File: config.mk
export PLATFORM = sky130hd
export DESIGN_NAME = spi_cmd_frontend
export DESIGN_NICKNAME = d
export VERILOG_FILES = /design/src/rtl/spi_fe_pkg.sv /design/src/rtl/spi_fe_sync.sv /design/src/rtl/spi_fe_frame.sv /design/src/rtl/spi_fe_decode.sv /design/src/rtl/spi_fe_reply.sv /design/src/rtl/spi_cmd_frontend.sv
export SDC_FILE = /design/constraint.sdc
export NUM_CORES = 1
export LEC_CHECK = 0
export CORE_UTILIZATION = 60
export CTS_BUF_LIST = sky130_fd_sc_hd__clkbuf_8
export CTS_CLUSTER_DIAMETER = 60
export CTS_CLUSTER_SIZE = 30
export DETAILED_ROUTE_END_ITERATION = 8
export DONT_BUFFER_PORTS = 1
export PLACE_DENSITY = 0.76
export SYNTH_ARGS = -nofsm -noshare
export SYNTH_HDL_FRONTEND = slang
export SYNTH_SLANG_ARGS = --single-unit
File: constraint.sdc
create_clock -name clk_i -period 3 [get_ports clk_i]
set_clock_uncertainty 0.05 [all_clocks]
set_input_delay 0.6 -clock clk_i [delete_from_list [all_inputs] [get_ports clk_i]]
set_output_delay 0.6 -clock clk_i [all_outputs]
set_load 0.01 [all_outputs]
File: src/rtl/spi_fe_pkg.sv
package spi_fe_pkg;
  localparam int unsigned WORD_W    = 16;
  localparam int unsigned OPC_W     = 4;
  localparam int unsigned BIT_CNT_W = $clog2(WORD_W);
  localparam int unsigned MAP_W     = 2 ** OPC_W;
  typedef logic [WORD_W-1:0] word_t;
  localparam word_t ALL_ONES   = '1;
  localparam word_t ONES_SUBST = ALL_ONES - word_t'(1);
endpackage

File: src/rtl/spi_fe_sync.sv
module spi_fe_sync #(
  parameter int unsigned N_SIG = 3,
  parameter int unsigned STAGES = 2,
  parameter logic [N_SIG-1:0] RST_VAL = '0
) (
  input  logic             clk_i,
  input  logic             rst_ni,
  input  logic [N_SIG-1:0] async_i,
  output logic [N_SIG-1:0] sync_o
);
  for (genvar g = 0; g < N_SIG; g++) begin : g_bit
    logic [STAGES-1:0] pipe_q;
    always_ff @(posedge clk_i or negedge rst_ni) begin
      if (!rst_ni) pipe_q <= {STAGES{RST_VAL[g]}};
      else         pipe_q <= {pipe_q[STAGES-2:0], async_i[g]};
    end
    assign sync_o[g] = pipe_q[STAGES-1];
  end
endmodule

File: src/rtl/spi_fe_frame.sv
module spi_fe_frame
  import spi_fe_pkg::*;
(
  input  logic  clk_i,
  input  logic  rst_ni,
  input  logic  start_i,
  input  logic  sel_i,
  input  logic  sck_rise_i,
  input  logic  sck_fall_i,
  input  logic  si_i,
  input  word_t load_word_i,
  output logic  so_bit_o,
  output word_t rx_word_o,
  output word_t tx_word_o,
  output logic  frame_ok_o
);
  localparam logic [BIT_CNT_W-1:0] LAST_BIT = BIT_CNT_W'(WORD_W - 1);

  word_t rx_q, tx_q;
  logic [BIT_CNT_W-1:0] cnt_q;
  logic word_seen_q;

  always_ff @(posedge clk_i or negedge rst_ni) begin
    if (!rst_ni) begin
      rx_q        <= '0;
      tx_q        <= '0;
      cnt_q       <= '0;
      word_seen_q <= 1'b0;
    end else if (start_i) begin
      tx_q        <= load_word_i;
      cnt_q       <= '0;
      word_seen_q <= 1'b0;
    end else if (sel_i) begin
      if (sck_rise_i) begin
        rx_q  <= {rx_q[WORD_W-2:0], si_i};
        cnt_q <= cnt_q + 1'b1;
        if (cnt_q == LAST_BIT) word_seen_q <= 1'b1;
      end
      if (sck_fall_i) tx_q <= {tx_q[WORD_W-2:0], 1'b0};
    end
  end

  // whole words only: counter wrapped at least once and sits at zero
  assign frame_ok_o = word_seen_q && (cnt_q == '0);
  assign so_bit_o   = tx_q[WORD_W-1];
  assign rx_word_o  = rx_q;
  assign tx_word_o  = tx_q;
endmodule

File: src/rtl/spi_fe_decode.sv
module spi_fe_decode
  import spi_fe_pkg::*;
#(
  parameter logic [MAP_W-1:0] OPCODE_MAP = 16'h02F6
) (
  input  word_t word_i,
  output logic  defined_o
);
  logic [OPC_W-1:0] opc;
  assign opc       = word_i[WORD_W-1 -: OPC_W];
  assign defined_o = OPCODE_MAP[opc];
endmodule

File: src/rtl/spi_fe_reply.sv
module spi_fe_reply
  import spi_fe_pkg::*;
#(
  parameter word_t UNDEF_RSP = 16'hE0E0
) (
  input  logic  clk_i,
  input  logic  rst_ni,
  input  logic  accept_i,
  input  logic  defined_i,
  input  word_t rsp_i,
  output word_t load_word_o
);
  logic undef_pend_q;
  word_t pick;

  always_ff @(posedge clk_i or negedge rst_ni) begin
    if (!rst_ni)       undef_pend_q <= 1'b0;
    else if (accept_i) undef_pend_q <= ~defined_i;
  end

  assign pick        = undef_pend_q ? UNDEF_RSP : rsp_i;
  // all-ones is reserved for a floating line
  assign load_word_o = (pick == ALL_ONES) ? ONES_SUBST : pick;
endmodule

File: src/rtl/spi_cmd_frontend.sv
module spi_cmd_frontend
  import spi_fe_pkg::*;
#(
  parameter int unsigned SYNC_STAGES = 2,
  parameter logic [MAP_W-1:0] OPCODE_MAP = 16'h02F6,
  parameter word_t UNDEF_RSP = 16'hE0E0
) (
  input  logic              clk_i,
  input  logic              rst_ni,
  input  logic              sck_i,
  input  logic              csb_i,
  input  logic              si_i,
  input  logic [WORD_W-1:0] rsp_i,
  output logic              so_o,
  output logic              so_oe_o,
  output logic              cmd_valid_o,
  output logic [WORD_W-1:0] cmd_o,
  output logic              cmd_defined_o
);
  logic [2:0] sync_w;
  logic csb_s, sck_s, si_s;
  logic csb_prev_q, sck_prev_q;
  logic csb_rise, csb_fall, sck_rise, sck_fall, sel;
  logic frame_ok, rx_defined, accept, so_bit;
  word_t rx_word, tx_word, load_word;
  logic cmd_valid_q, cmd_def_q;
  word_t cmd_q;

  spi_fe_sync #(.N_SIG(3), .STAGES(SYNC_STAGES), .RST_VAL(3'b100)) u_sync (
    .clk_i(clk_i), .rst_ni(rst_ni),
    .async_i({csb_i, sck_i, si_i}), .sync_o(sync_w)
  );
  assign {csb_s, sck_s, si_s} = sync_w;

  always_ff @(posedge clk_i or negedge rst_ni) begin
    if (!rst_ni) begin
      csb_prev_q <= 1'b1;
      sck_prev_q <= 1'b0;
    end else begin
      csb_prev_q <= csb_s;
      sck_prev_q <= sck_s;
    end
  end

  assign csb_rise = csb_s & ~csb_prev_q;
  assign csb_fall = ~csb_s & csb_prev_q;
  assign sck_rise = sck_s & ~sck_prev_q;
  assign sck_fall = ~sck_s & sck_prev_q;
  assign sel      = ~csb_s;

  spi_fe_frame u_frame (
    .clk_i(clk_i), .rst_ni(rst_ni),
    .start_i(csb_fall), .sel_i(sel),
    .sck_rise_i(sck_rise), .sck_fall_i(sck_fall), .si_i(si_s),
    .load_word_i(load_word), .so_bit_o(so_bit),
    .rx_word_o(rx_word), .tx_word_o(tx_word), .frame_ok_o(frame_ok)
  );

  spi_fe_decode #(.OPCODE_MAP(OPCODE_MAP)) u_dec (
    .word_i(rx_word), .defined_o(rx_defined)
  );

  assign accept = csb_rise & frame_ok;

  spi_fe_reply #(.UNDEF_RSP(UNDEF_RSP)) u_reply (
    .clk_i(clk_i), .rst_ni(rst_ni),
    .accept_i(accept), .defined_i(rx_defined),
    .rsp_i(rsp_i), .load_word_o(load_word)
  );

  always_ff @(posedge clk_i or negedge rst_ni) begin
    if (!rst_ni) begin
      cmd_valid_q <= 1'b0;
      cmd_q       <= '0;
      cmd_def_q   <= 1'b0;
    end else begin
      cmd_valid_q <= accept;
      if (accept) begin
        cmd_q     <= rx_word;
        cmd_def_q <= rx_defined;
      end
    end
  end

  assign so_oe_o       = sel;
  assign so_o          = so_bit & sel;
  assign cmd_valid_o   = cmd_valid_q;
  assign cmd_o         = cmd_q;
  assign cmd_defined_o = cmd_def_q;
endmodule

==> qor.txt <==
Status: finished clean
Worst reg2reg path startpoint: u_sync.g_bit[2].pipe_q[1]
CP endpoint kind: register
Clock latency on the worst-skew pair: 0.34 ns
Flops & latches, synth: 64
Pwr/cell area: 689.6 nW/µm²
Die W: 70.83 µm
Most instantiated cells after synthesis: dfrtp_1 (61), mux2_2 (31), inv_1 (14)
Cells after synthesis: 209
Slew Limit Headroom: 49.10%
Vias in the first global route: 1803
Synth-to-Final Area Change: 10.17%
Core Area: 4444 µm²
Setup crit start kind: register
Top_reg_cell synth: dfrtp_1
Largest net degree at the start of global routing: 62
Max Slew Vio Count: 0
Top Ports: 41
Initial antenna violation count: 0
HPWL after DPL: 3312 µm
Post-route setup TNS: 0 ns
ANT nets after route: 0
# hold bufs at CTS: 1
Routed vias/inst: 6.119
Tot GR Track Use: 24.06%
Reg area: 1605 µm²
Die area: 5017 µm²
Global-route wire length before repair: 9073 µm
DRT Pass-1 Iters: 8
Vias: 1640
Num rows: 24
Finished Core Util: 70.47%
Synth cell types: 40
RSZ-0062 raised after global routing: false
Final Hold Fails: 0
Crit Path Class: reg -> reg
Sequential element share of the synthesized area: 56.47%
Clk buf depth: 2
Period minus WS final: 2.062 ns
Synthesis Warnings: 0
Ys async rst share: 100.0%
CTS root buf: clkbuf_8
Reg2Reg Setup Slack: 0.94 ns
CTS Buf Count: 9
Post-synth design cell area: 2843 µm²
Reg2reg end: cmd_o[14]
Clk sinks: 64
Tightest Hold Check Type: in -> async
Post-Route WL: 5202 µm
Cts repair resizes: 0
CP max stage cell: dfstp_2
Post-synth EDFFs: 0
Max VDD drop: 546.0 µV
Worst r2r path cells: 4
F_max: 0.4849 GHz
Die Span Y: 70.83 µm
Routed len/inst: 19.41 µm
Port-buffer cells: 0
Post-route clock period utilization: 68.75%
Slew @ Worst Pin: 0.7634 ns
H-tree levels: 3
Clock transition at path regs: 0.07 ns
CP bufs+invs: 1
Area share of the largest cell type after synthesis: 53.70%
Syn avg cell area: 13.60 µm²
Maxcap violations: 0
Pleak: 1.497 nW
Synth Net Count: 233
Starting Density: 63.96%
Residual DRC: 0
CP Cell Sequence: nor4bb_1, nand3b_1, buf_4, mux2_4
CTS tree: built
Worst path max stage delay: 0.76 ns
Crit path from: u_sync.g_bit[2].pipe_q[1]
Worst EP arrival: 2.24 ns
Share of layout cells above drive strength 1: 32.41%
Count leader, synth: dfrtp_1
ANT cells: 0
Congestion Overflow GR: 0
Routability congestion estimate: 0.8497
Multi-input logic area: 1112 µm²
Fillers: 298
CP max FO: 23
Final setup violation count: 0
Post-CTS Setup Repair Bufs: 0
Iter 0 DRT Violations: 110
Final Net Count: 235
Crit path max-delay family: flip-flops
Synth top area cells: dfrtp_1 (54%), mux2_2 (12%), mux2i_1 (4.6%), mux2_4 (4.2%), dfstp_2 (2.8%)
Biggest area consumer among synthesized cells: dfrtp_1
Critical Path RT: 3.18 ns
[kinds of logic after synthesis]
| group | Yosys count | share of synthesized area [%] |
|---|---|---|
| DFF | 64 | 56.47 |
| muxes | 53 | 21.48 |
| and+or+nand+nor | 39 | 10.83 |
| buffers and inverters | 26 | 4.621 |
| AOI/OAI and AO/OA | 24 | 5.282 |
| adders and majority gates | 3 | 1.321 |
[stage by stage]
| step | setup WS [ns] | hold WS (ns) | power, W | area (µm²) | cells |
|---|---|---|---|---|---|
| after floorplan | 1.311 | 0.2544 | 0.001190 | 2843 | 209 |
| after global placement | 1.110 | 0.2560 | 0.001216 | 2850 | 251 |
| after detailed placement | 0.9924 | 0.2559 | 0.001241 | 2850 | 251 |
| after CTS | 0.9706 | 0.03174 | 0.002184 | 3132 | 268 |
| after global routing | 0.8690 | 0.03032 | 0.002257 | 3132 | 268 |
| final | 0.9375 | 0.05131 | 0.002160 | 3132 | 268 |
[worst max path at each step]
| stage | cells after the start | end | slack (ns) |
|---|---|---|---|
| 2_1_floorplan | 3 | so_o | 1.31 |
| 3_3_place_gp | 2 | u_frame.tx_word_o[5] | 1.11 |
| 3_5_place_dp | 2 | u_frame.tx_word_o[3] | 0.99 |
| 4_1_cts | 4 | cmd_o[8] | 0.97 |
| 5_1_grt | 4 | cmd_o[8] | 0.87 |
| 6_report | 4 | cmd_o[14] | 0.94 |
[state kept, by name (all words and copies together), names as in the netlist]
signal,flops
sck_prev_q,1
cmd_defined_o,1
u_frame.rx_word_o,16
u_frame.tx_word_o,16
u_sync.g_bit.pipe_q,6
u_reply.undef_pend_q,1
csb_prev_q,1
u_frame.word_seen_q,1
cmd_o,16
cmd_valid_o,1
u_frame.cnt_q,4
[worst register-to-register path: stages (launching register included)]
cell and delay (ns):
dfstp_2 0.76, nor4bb_1 0.39, nand3b_1 0.16, buf_4 0.26
mux2_4 0.33
[placed cells by master (no fill, tap or decap), types with 2 or more instances in the layout]
master      n
a21oi_1     5
a22o_1      2
a41oi_1     2
and4bb_2    6
buf_4       2
bufinv_16   3
clkbuf_8   10
clkinv_4    3
dfrtp_1    61
dfstp_2     3
ha_1        3
inv_1      14
mux2_2     31
mux2_4      8
mux2i_1    13
nand2_1     2
nand2b_1    3
nand4_1     2
nor2_1      5
nor2b_1     3
nor3_1      2
nor3b_1     2
o21ai_0    10
or4bb_1     4
[layer usage]
layer	global-route usage, %	wire, µm
met1	30.29	2196
met2	37.93	2659
met3	6.695	283
met4	13.33	63
met5	0	0
[final cells by class]
type	instances	area share, %
clock buffer	10	4.395
clock inverter	6	3.716
inverter	14	1.678
multi-input combinational	119	35.52
sequential	64	51.26
tap	52	2.078
timing repair buffer	3	1.358
[power by group]
group | internal (W) | switching, W | total (W)
Sequential | 0.000973 | 0.0000666 | 0.00104
Combinational | 0.000107 | 0.0000990 | 0.000206
Clock | 0.000578 | 0.000335 | 0.000913
No activity file was read; power rests on OpenSTA's default activity.
